`config.mk`:
```
export PLATFORM = sky130hd
export DESIGN_NAME = spi_chan_engine
export DESIGN_NICKNAME = d
export VERILOG_FILES = /design/src/rtl/spi_chan_pkg.sv /design/src/rtl/spi_half_tick.sv /design/src/rtl/spi_shift_core.sv /design/src/rtl/spi_hold_ctrl.sv /design/src/rtl/spi_chan_engine.sv
export SDC_FILE = /design/constraint.sdc
export NUM_CORES = 1
export LEC_CHECK = 0
export CAP_MARGIN = 5
export CORE_MARGIN = 2
export CORE_UTILIZATION = 34
export CTS_CLUSTER_SIZE = 16
export DETAILED_ROUTE_END_ITERATION = 12
export PLACE_DENSITY = 0.54
export SLEW_MARGIN = 30
export SYNTH_ARGS = -nofsm -noshare
export SYNTH_HDL_FRONTEND = slang
export SYNTH_SLANG_ARGS = --single-unit
```
`constraint.sdc`:
```
create_clock -name clk -period 2.99 [get_ports clk]
set_clock_uncertainty 0.2 [all_clocks]
set_input_delay 0.598 -clock clk [delete_from_list [all_inputs] [get_ports clk]]
set_output_delay 0.598 -clock clk [all_outputs]
set_load 0.02 [all_outputs]
```
`src/rtl/spi_chan_pkg.sv`:
```
package spi_chan_pkg;

  typedef enum logic [1:0] {
    MODE_DUPLEX  = 2'b00,
    MODE_RX_ONLY = 2'b01,
    MODE_TX_ONLY = 2'b10,
    MODE_RSVD    = 2'b11
  } xfer_mode_e;

endpackage

```
`src/rtl/spi_half_tick.sv`:
```
// Half-period timer: pulses once every 2^exp_sel cycles while run is high.
module spi_half_tick #(
  parameter int EXP_W = 4
) (
  input  logic             clk,
  input  logic             rst_n,
  input  logic             run,
  input  logic [EXP_W-1:0] exp_sel,
  output logic             tick
);
  localparam int DIV_W = (1 << EXP_W) - 1;

  logic [DIV_W-1:0] cnt_q;
  logic [DIV_W-1:0] limit;

  assign limit = {DIV_W{1'b1}} >> (DIV_W - int'(exp_sel));
  assign tick  = run && (cnt_q == limit);

  always_ff @(posedge clk or negedge rst_n) begin
    if (!rst_n)      cnt_q <= '0;
    else if (!run)   cnt_q <= '0;
    else if (tick)   cnt_q <= '0;
    else             cnt_q <= cnt_q + 1'b1;
  end
endmodule

```
`src/rtl/spi_shift_core.sv`:
```
// Edge sequencer and data shifters for one word.
module spi_shift_core #(
  parameter int DATA_W = 32,
  parameter int LEN_W  = 5
) (
  input  logic              clk,
  input  logic              rst_n,
  input  logic              start,
  input  logic              abort,
  input  logic              tick,
  input  logic              cpol,
  input  logic              cpha,
  input  logic [LEN_W-1:0]  wlen_m1,
  input  logic [DATA_W-1:0] tx_word,
  input  logic              miso,
  output logic              busy,
  output logic              running,
  output logic              done,
  output logic              sclk_q,
  output logic              mosi,
  output logic [DATA_W-1:0] rx_word
);
  localparam int EDGE_W = LEN_W + 1;
  localparam int TOPB   = DATA_W - 1;

  logic              busy_q, fin_q, pha_q;
  logic [LEN_W-1:0]  len_q;
  logic [EDGE_W-1:0] edge_q;
  logic [DATA_W-1:0] tx_sh, rx_sh;
  logic              sample_now, shift_now, last_edge;

  assign sample_now = tick && (edge_q[0] == pha_q);
  assign shift_now  = tick && (edge_q[0] != pha_q) && (edge_q != '0);
  assign last_edge  = tick && (edge_q == {len_q, 1'b1});

  always_ff @(posedge clk or negedge rst_n) begin
    if (!rst_n) begin
      busy_q <= 1'b0;
      fin_q  <= 1'b0;
      pha_q  <= 1'b0;
      sclk_q <= 1'b0;
      len_q  <= '0;
      edge_q <= '0;
      tx_sh  <= '0;
      rx_sh  <= '0;
    end else if (abort) begin
      busy_q <= 1'b0;
      fin_q  <= 1'b0;
    end else if (start) begin
      busy_q <= 1'b1;
      fin_q  <= 1'b0;
      sclk_q <= cpol;
      pha_q  <= cpha;
      len_q  <= wlen_m1;
      edge_q <= '0;
      tx_sh  <= tx_word << (TOPB - int'(wlen_m1));
      rx_sh  <= '0;
    end else if (fin_q) begin
      busy_q <= 1'b0;
      fin_q  <= 1'b0;
    end else if (tick) begin
      sclk_q <= ~sclk_q;
      edge_q <= edge_q + 1'b1;
      if (sample_now) rx_sh <= {rx_sh[DATA_W-2:0], miso};
      if (shift_now)  tx_sh <= {tx_sh[DATA_W-2:0], 1'b0};
      if (last_edge)  fin_q <= 1'b1;
    end
  end

  assign busy    = busy_q;
  assign running = busy_q && !fin_q;
  assign done    = fin_q;
  assign mosi    = busy_q & tx_sh[DATA_W-1];
  assign rx_word = rx_sh;
endmodule

```
`src/rtl/spi_hold_ctrl.sv`:
```
// Transmit/receive holding registers, start rules per direction, end flag.
module spi_hold_ctrl
  import spi_chan_pkg::*;
#(
  parameter int DATA_W = 32
) (
  input  logic              clk,
  input  logic              rst_n,
  input  logic              chan_en,
  input  xfer_mode_e        mode,
  input  logic              tx_valid,
  input  logic [DATA_W-1:0] tx_data,
  output logic              tx_ready,
  input  logic              rx_ready,
  output logic              rx_valid,
  output logic [DATA_W-1:0] rx_data,
  input  logic              busy,
  input  logic              done,
  input  logic [DATA_W-1:0] rx_word,
  output logic              start,
  output logic [DATA_W-1:0] word_out,
  output logic              eot
);
  logic              tx_full, rx_full, rearm, eot_q;
  logic [DATA_W-1:0] tx_hold, rx_hold;
  xfer_mode_e        mode_l;
  logic              want, tx_acc, rx_take;

  always_comb begin
    case (mode)
      MODE_TX_ONLY: want = tx_full;
      MODE_RX_ONLY: want = (tx_full || rearm) && !rx_full;
      default:      want = tx_full && !rx_full;
    endcase
  end

  assign start   = chan_en && !busy && want;
  assign tx_acc  = tx_valid && !tx_full;
  assign rx_take = rx_full && rx_ready;

  always_ff @(posedge clk or negedge rst_n) begin
    if (!rst_n) begin
      tx_full <= 1'b0;
      tx_hold <= '0;
      rx_full <= 1'b0;
      rx_hold <= '0;
      rearm   <= 1'b0;
      eot_q   <= 1'b0;
      mode_l  <= MODE_DUPLEX;
    end else begin
      if (start && tx_full)  tx_full <= 1'b0;
      else if (tx_acc)       tx_full <= 1'b1;
      if (tx_acc)            tx_hold <= tx_data;

      if (done && mode_l != MODE_TX_ONLY) begin
        rx_full <= 1'b1;
        rx_hold <= rx_word;
      end else if (rx_take) begin
        rx_full <= 1'b0;
      end

      if (!chan_en || mode != MODE_RX_ONLY) rearm <= 1'b0;
      else if (start)                       rearm <= 1'b0;
      else if (rx_take)                     rearm <= 1'b1;

      if (start)      eot_q <= 1'b0;
      else if (done)  eot_q <= 1'b1;

      if (start)      mode_l <= mode;
    end
  end

  assign tx_ready = !tx_full;
  assign rx_valid = rx_full;
  assign rx_data  = rx_hold;
  assign word_out = tx_hold;
  assign eot      = eot_q;
endmodule

```
`src/rtl/spi_chan_engine.sv`:
```
module spi_chan_engine
  import spi_chan_pkg::*;
#(
  parameter int DATA_W = 32,
  parameter int EXP_W  = 4,
  parameter int LEN_W  = $clog2(DATA_W)
) (
  input  logic              clk,
  input  logic              rst_n,
  input  logic              chan_en,
  input  logic              cpol,
  input  logic              cpha,
  input  logic [EXP_W-1:0]  clk_exp,
  input  logic [LEN_W-1:0]  wlen_m1,
  input  logic              cs_active_low,
  input  logic              cs_force,
  input  logic [1:0]        xfer_mode,
  input  logic              tx_valid,
  output logic              tx_ready,
  input  logic [DATA_W-1:0] tx_data,
  output logic              rx_valid,
  input  logic              rx_ready,
  output logic [DATA_W-1:0] rx_data,
  output logic              eot,
  output logic              sclk,
  output logic              mosi,
  input  logic              miso,
  output logic              cs_o
);
  xfer_mode_e        mode_e;
  logic              tick, running, busy, done, start, sclk_q;
  logic [DATA_W-1:0] word_out, rx_word;
  logic              cs_q;

  assign mode_e = xfer_mode_e'(xfer_mode);

  spi_half_tick #(.EXP_W(EXP_W)) u_tick (
    .clk(clk), .rst_n(rst_n), .run(running), .exp_sel(clk_exp), .tick(tick)
  );

  spi_shift_core #(.DATA_W(DATA_W), .LEN_W(LEN_W)) u_shift (
    .clk(clk), .rst_n(rst_n), .start(start), .abort(~chan_en), .tick(tick),
    .cpol(cpol), .cpha(cpha), .wlen_m1(wlen_m1), .tx_word(word_out),
    .miso(miso), .busy(busy), .running(running), .done(done),
    .sclk_q(sclk_q), .mosi(mosi), .rx_word(rx_word)
  );

  spi_hold_ctrl #(.DATA_W(DATA_W)) u_hold (
    .clk(clk), .rst_n(rst_n), .chan_en(chan_en), .mode(mode_e),
    .tx_valid(tx_valid), .tx_data(tx_data), .tx_ready(tx_ready),
    .rx_ready(rx_ready), .rx_valid(rx_valid), .rx_data(rx_data),
    .busy(busy), .done(done), .rx_word(rx_word), .start(start),
    .word_out(word_out), .eot(eot)
  );

  // chip select: registered, asserted level set by cs_active_low
  always_ff @(posedge clk or negedge rst_n) begin
    if (!rst_n) cs_q <= 1'b1;
    else        cs_q <= cs_force ^ cs_active_low;
  end

  assign cs_o = cs_q;
  assign sclk = busy ? sclk_q : cpol;
endmodule

```
==> results by group, run 1 <==
Placement
  • Gpl congestion: 0.860
  • DP HPWL: 14100 um
  • PortBufs: 90
  • # placed instances: 1230

Routing
  • Via/cell ratio: 5.06
  • TritonRoute pass-1 iters: 8
  • Total wire length: 20600 um
  • DRT iter0 DRCs: 467
  • Via count: 6455
  • Wirelength per Cell: 16.1 um
  • Post-DRT Antenna Nets: 0
  • Post-route DRC: 0

Die
  • IO Pins: 91
  • DIE AREA: 0.0271 mm^2
  • Row count: 58
  • Initial core utilization: 34.8%
  • CORE AREA: 0.0253 mm^2
  • Die Y: 165 um
  • Die X: 165 um

Synth
  • Number of synthesized register bits: 165
  • Synth Flop Type: dfrtp_1
  • Distinct cells, synth: 63
  • Post-synth ARST share: 100%
  • Syn. warnings: 0
  • Synthesized cell area: 0.00878 mm^2
  • Syn Nets: 867
  • Synth top area cells: dfrtp_1 (47%), mux2_2 (9.5%), mux2i_1 (6.7%)
  • Number of synthesized flops with an enable pin: 0
  • Top cell type's share of synthesized area: 46.7%
  • Largest area contributor in the netlist: dfrtp_1
  • Cells after Synth: 811
  • Sequential-to-total area share from yosys stat: 47.0%
  • Avg Synthesized Cell Area: 10.8 um^2

CTS
  • Number of buffers created by CTS: 17
  • CTS root buffer: clkbuf_16
  • H-tree depth: 4
  • Worst-skew pair later-pin latency: 0.42 ns
  • # clock sinks: 165
  • CTS max path bufs: 2
  • CTS tree: yes
  • Clock transition at path regs: 0.06 ns

Pwr
  • Power Internal: 0.00520 W
  • Worst vdd ir: 0.362 mV
  • Power share of the combinational group: 32.3%
  • LEAKAGE: 4.76 nW
  • Clock power share: 26.9%
  • Sw frac: 33.0%
  • Reg power frac: 40.8%
  • P_sw: 0.00256 W
  • Power Density: 689 mW/mm^2

Finish
  • Filler instances: 2411
  • Footprint of the multi-input gates: 0.00435 mm^2
  • Combined flip-flop and latch cell area: 0.00413 mm^2
  • Area delta synth->final: 28.2%
  • Share of cells above drive strength 1: 25.2%
  • Fin nets: 989
  • Final std cells w/o fill: 1276
  • Diodes inserted: 0

Critical path
  • WP data required: 3.13 ns
  • Crit. End Element: flop
  • Crit path launch type: input pin
  • Worst EP arrival: 3.07 ns
  • Crit Path Class: in -> reg
  • CP max FO: 20
  • Reg2reg path depth: 8

Timing
  • Fin. max-slew vios: 0
  • Tmin final: 2.93 ns
  • Period utilization: 98.1%
  • Worst slew margin: 53.9%
  • Max Freq: 0.341 GHz
  • Slew of the pin with the lowest slew margin: 0.689 ns
  • Total negative setup slack: 0 ns
  • Final Setup Violations: 0
  • Final Hold Vio Count: 0

Min path
  • HP Class: reg -> reg
  • Hold path cells: 1

GRT
  • Vias in the first global route: 6533
  • First-pass GRT wire length: 34100 um
  • GR Overflow Total: 0
  • Tot GR Track Use: 15.9%
  • Antenna violations before repair: 0
  • Largest net degree at the start of global routing: 50

Job
  • Max Cap Viol: 0

Status
  • Status: finished, final reports clean
-- critical path, cell delays in order --
cell and delay (ns):
dlygate4sd2_1 0.24, buf_6 0.12, buf_6 0.13, nor2_4 0.10
o21ai_1 0.09, o2bb2ai_1 0.14, or4_4 0.55, buf_4 0.16
buf_6 0.12, nor4_4 0.30, buf_4 0.19, clkbuf_16 0.18
nand2_1 0.06, o21ai_1 0.07
-- cells in the final DEF, fill, tap and decap left out, types with 20 or more instances in the layout --
| cell type | n |
|---|---|
| dfrtp_1 | 164 |
| nand2_1 | 114 |
| clkdlybuf4s50_1 | 84 |
| mux2_2 | 74 |
| mux2i_1 | 56 |
| buf_4 | 52 |
| o21ai_0 | 42 |
| nor2_1 | 39 |
| nand3_1 | 33 |
| mux4_2 | 26 |
| clkbuf_16 | 20 |
-- metrics by stage --
stage | utilization [%] | instance area (um^2) | hold slack (ns) | setup slack [ns] | total power [W]
after floorplan | - | 8780 | 0.102 | 0.00490 | 0.00475
after global placement | 41.4 | 10400 | 0.273 | -0.539 | 0.00564
after detailed placement | 41.4 | 10400 | 0.280 | -0.546 | 0.00567
after CTS | 44.2 | 11200 | 0.294 | 0.00435 | 0.00782
after global routing | 44.6 | 11300 | 0.321 | -0.00809 | 0.00827
final | 44.6 | 11300 | 0.288 | 0.0571 | 0.00776
-- registers in the layout, indices dropped and copies added (netlist names), 2 cells and up --
signal,flops
u_hold.mode_l,2
u_hold.rx_data,32
u_hold.word_out,32
u_shift.edge_q,6
u_shift.len_q,5
u_shift.rx_word,32
u_shift.tx_sh,32
u_tick.cnt_q,15
-- per-layer routing --
layer  vias up  GRT usage, %  part of all wire [%]
met1      3150          23.4                    50
met3        22          3.39                   4.4
met5         -             0                     0
met4         0          4.39                   1.5
met2       126          23.6                    44
li1       3157             -                     -
-- layout make-up --
class / count / area share [%]
flip-flops and latches: 165 / 36.7
repair buffers: 167 / 15.5
clock inverters: 13 / 1.10
clock buffers: 19 / 3.84
multi-input cells: 566 / 38.6
well taps: 330 / 3.67
inverters: 16 / 0.533
-- final timing paths --
| kind | from | to | slack, ns |
|---|---|---|---|
| worst max-delay path | clk_exp[1] | u_shift.rx_word[31] | 0.06 |
| worst min-delay path | u_shift.tx_sh[30] | u_shift.tx_sh[31] | 0.29 |
| worst max register to register | u_tick.cnt_q[14] | u_shift.tx_sh[31] | 0.19 |
| worst min register to register | u_shift.tx_sh[30] | u_shift.tx_sh[31] | 0.29 |
| max in group asynchronous | rst_n | cs_o | 1.41 |
| min in group asynchronous | rst_n | u_tick.cnt_q[0] | 0.50 |
-- Yosys cell counts (all sizes together) (4+ instances only) --
cell type and n:
a21o 4, inv 16, nand2b 4, a21oi 20
nor2b 6, o22ai 16, mux2i 59, nand4 6
and3 7, nor4 6, dfrtp 164, nor3 6
nand2 114, xnor2 14, clkbuf 41, mux2 74
nand3 35, buf 23, o21ai 63, xor2 15
mux4 26, nor2 40
-- power by group through the flow --
stage | combinational (W) | sequential (W) | clock, W
after CTS | 0.00250 | 0.00316 | 0.00215
after floorplan | 0.00171 | 0.00304 | 0
after global placement | 0.00246 | 0.00318 | 0
final | 0.00251 | 0.00316 | 0.00209
after detailed placement | 0.00248 | 0.00319 | 0
after global routing | 0.00276 | 0.00326 | 0.00225
-- cell families after synthesis --
kind of cell	count (synthesis)	share of synthesized area, %
xor+xnor	29	2.89
flops	165	47.0
buf+inv	80	4.43
simple gates	236	12.4
fa+ha+maj	3	0.427
mux	159	22.9
compound gates	139	9.91
-- timing repair --
action,CTS,global route
setup buffers,4,5
setup endpoints to repair,64,85
cloned,3,2
resized for setup,13,18
hold endpoints to repair,46,0
hold buffers,1,0
pin swaps,7,7
Note: power is estimated with default switching activity, not from simulation.
==> run 2, diff against run 1 <==
==> constraint.sdc (replaced) <==
create_clock -name clk -period 2.99 [get_ports clk]
set_clock_uncertainty 0.2 [all_clocks]
set_input_delay 0.897 -clock clk [delete_from_list [all_inputs] [get_ports clk]]
set_output_delay 0.897 -clock clk [all_outputs]
set_load 0.02 [all_outputs]
==> run 2 against run 1 <==
Effect of this change:
- the flow now finishes with violations (setup timing)
- count of clock-buffer cells in the layout fell by 1
- total power rose by 4.9%
- first-iteration DRC count fell by 14%
- critical path type unchanged
- via count rose by 3.7%
- global-route usage rose by 0.34 points
- wire length rose by 4.5%
- worst setup slack got worse by 0.14 ns
- critical path depth fell by 2
- design area rose by 6.6%
- hold slack got worse by 0.11 ns
- sequential share of layout area fell by 2.3 points
- largest power group unchanged
- sequential power barely moved
==> results by group, run 2 (same netlist as run 1, synthesis figures left out) <==
Placement
  • Gpl congestion: 0.802 (-6.7%)
  • DP HPWL: 14500 um (+2.9%)
  • PortBufs: 90 (unchanged)
  • Pre-CTS setup slack: -0.805 ns (-0.259 ns)
  • Post-DP Area: 0.0108 mm^2 (+3.0%)

Timing
  • Tmin final: 3.08 ns (+0.143 ns)
  • Final Setup Violations: 10 (+10)
  • RSZ-0062 raised after global routing: true
  • Fin. max-slew vios: 0 (unchanged)
  • Final WS setup: -0.0861 ns (-0.143 ns)
  • Final Hold Vio Count: 0 (unchanged)
  • Min Hold Slack: 0.174 ns (-0.114 ns)
  • Slew of the pin with the lowest slew margin: 0.505 ns (-0.185 ns)
  • Max Freq: 0.325 GHz (-4.7%)
  • Period utilization: 103% (+4.8 points)
  • Worst slew margin: 66.2% (+12 points)

Finish
  • Fin nets: 1038 (+5.0%)
  • Cell area after layout: 0.0120 mm^2 (+6.6%)
  • Commonest cells after routing, fill and taps aside: dfrtp_1 (164), nand2_1 (114), clkdlybuf4s50_1 (83)
  • Diodes inserted: 0 (unchanged)
  • Area delta synth->final: 36.6%
  • Share of cells above drive strength 1: 32.6% (+7.4 points)
  • Commonest non-fill, non-tap cell in the layout: dfrtp_1
  • Filler instances: 2378 (-1.4%)

Critical path
  • End of the worst register-to-register path: u_shift.tx_sh[14]
  • Crit. End Element: flop
  • CP max FO: 5 (-75%)
  • Crit path launch type: input pin
  • Worst EP arrival: 3.17 ns (+0.10 ns)
  • Crit Path Class: in -> reg
  • RR Startpoint: u_tick.cnt_q[14]
  • WP data required: 3.09 ns (-0.04 ns)
  • Reg2reg path depth: 11 (+3)
  • R2r setup slk: 0.21 ns (+0.02 ns)

Pwr
  • Clock power share: 26.9% (about the same)
  • Sw frac: 33.7% (+0.66 points)
  • Worst vdd ir: 0.386 mV (+6.7%)
  • Reg power frac: 39.0% (-1.8 points)
  • P_sw: 0.00274 W (+7.0%)
  • Power share of the combinational group: 34.1% (+1.8 points)
  • Power Density: 678 mW/mm^2 (-1.5%)
  • Pwr Total: 0.00814 W (+4.9%)
  • Power Internal: 0.00540 W (+3.9%)
  • LEAKAGE: 5.16 nW (+8.4%)

GRT
  • Vias in the first global route: 6600 (+1.0%)
  • Tot GR Track Use: 16.2% (+0.34 points)
  • Largest net degree at the start of global routing: 50 (unchanged)
  • Antenna violations before repair: 1 (+1)
  • First-pass GRT wire length: 34900 um (+2.1%)
  • GR Overflow Total: 0 (unchanged)

CTS
  • Number of buffers created by CTS: 17 (unchanged)
  • H-tree depth: 4 (unchanged)
  • # clock sinks: 165 (unchanged)
  • Clock transition at path regs: 0.08 ns (+0.02 ns)
  • Worst-skew pair later-pin latency: 0.43 ns (about the same)
  • Hold Buf Count CTS: 0 (-1)
  • CTS max path bufs: 2 (unchanged)
  • CTS tree: yes
  • CTS root buffer: clkbuf_16

Routing
  • TritonRoute pass-1 iters: 5 (-3)
  • Via/cell ratio: 5.05 (about the same)
  • Total wire length: 21500 um (+4.5%)
  • Post-route DRC: 0 (unchanged)
  • Via count: 6697 (+3.7%)
  • DRT iter0 DRCs: 402 (-14%)
  • Post-DRT Antenna Nets: 0 (unchanged)
  • Wirelength per Cell: 16.2 um (+0.67%)

Min path
  • HP Class: in -> async

Die
  • Initial core utilization: 34.8% (unchanged)
  • DIE AREA: 0.0271 mm^2 (unchanged)
  • Row count: 58 (unchanged)
  • Die Y: 165 um (unchanged)
  • Die X: 165 um (unchanged)
  • IO Pins: 91 (unchanged)
  • CORE AREA: 0.0253 mm^2 (unchanged)

Status
  • Status: finished, violations left
  • Violated checks: setup timing

Job
  • Max Cap Viol: 0 (unchanged)
-- run 2: cell types whose count changed in the layout (fill, tap and decap cells not counted), sizes merged, moves of 2 or more --
cell      delta
buf         +54
clkbuf       -4
clkinv       +3
clkinvlp     -2
-- run 2: per-stage QoR --
step | instances | utilization [%] | TNS, ns
5_1_grt | 1325 | 47.5 | -2.24
4_1_cts | 1318 | 46.6 | -1.01
6_report | 1325 | 47.5 | -0.253
3_3_place_gp | 1264 | 42.6 | -60.95
3_5_place_dp | 1264 | 42.6 | -62.89
2_1_floorplan | 811 | - | -8.05
-- run 2: timing repair --
item / in CTS / in global routing
buffers inserted: 17 / 7
endpoints found under the setup margin: 88 / 84
resized for setup: 60 / 41
pin swaps: 11 / 19
cloned: 5 / 3
-- run 2: routing by layer --
layer	vias to the layer above	GRT usage [%]	wire (um)
met3	15	2.89	748
met4	0	3.79	206
li1	3252	-	-
met5	-	0	0
met1	3309	23.9	10800
met2	121	24.9	9750
-- run 2: final cells by class --
type | count | area (um^2) | area share [%]
clock buffer | 18 | 439 | 3.66
clock inverter | 14 | 161 | 1.34
inverter | 16 | 60.1 | 0.500
multi-input combinational | 566 | 4500 | 37.5
sequential | 165 | 4130 | 34.4
tap | 330 | 413 | 3.44
timing repair buffer | 216 | 2290 | 19.1
-- run 2: worst max-delay path by stage --
stage                             end  startpoint  slack [ns]  depth (start not counted)
global route        u_shift.tx_sh[14]  clk_exp[3]       -0.13                         12
global placement    u_shift.tx_sh[31]  clk_exp[1]       -0.80                          8
detailed placement  u_shift.tx_sh[31]  clk_exp[1]       -0.80                         10
CTS                  u_shift.tx_sh[6]  clk_exp[3]       -0.12                         13
floorplan           u_shift.tx_sh[10]  clk_exp[3]       -0.19                         11
finish              u_shift.tx_sh[14]  clk_exp[3]       -0.09                         12
-- run 2: power groups by stage --
stage               logic [W]  clock network [W]  registers (W)
floorplan             0.00174                  0        0.00304
CTS                   0.00278            0.00226        0.00317
global route          0.00306            0.00235        0.00326
finish                0.00278            0.00219        0.00317
detailed placement    0.00273                  0        0.00321
global placement      0.00271                  0        0.00319
-- run 2: critical path, cell delays in order --
cell and delay (ns):
buf_8 0.10, buf_6 0.11, buf_6 0.12, xnor2_2 0.13, a32o_1 0.22, or4_4 0.57
nor4_4 0.28, buf_6 0.16, buf_6 0.12, buf_12 0.12, mux2i_2 0.23, o22ai_1 0.12
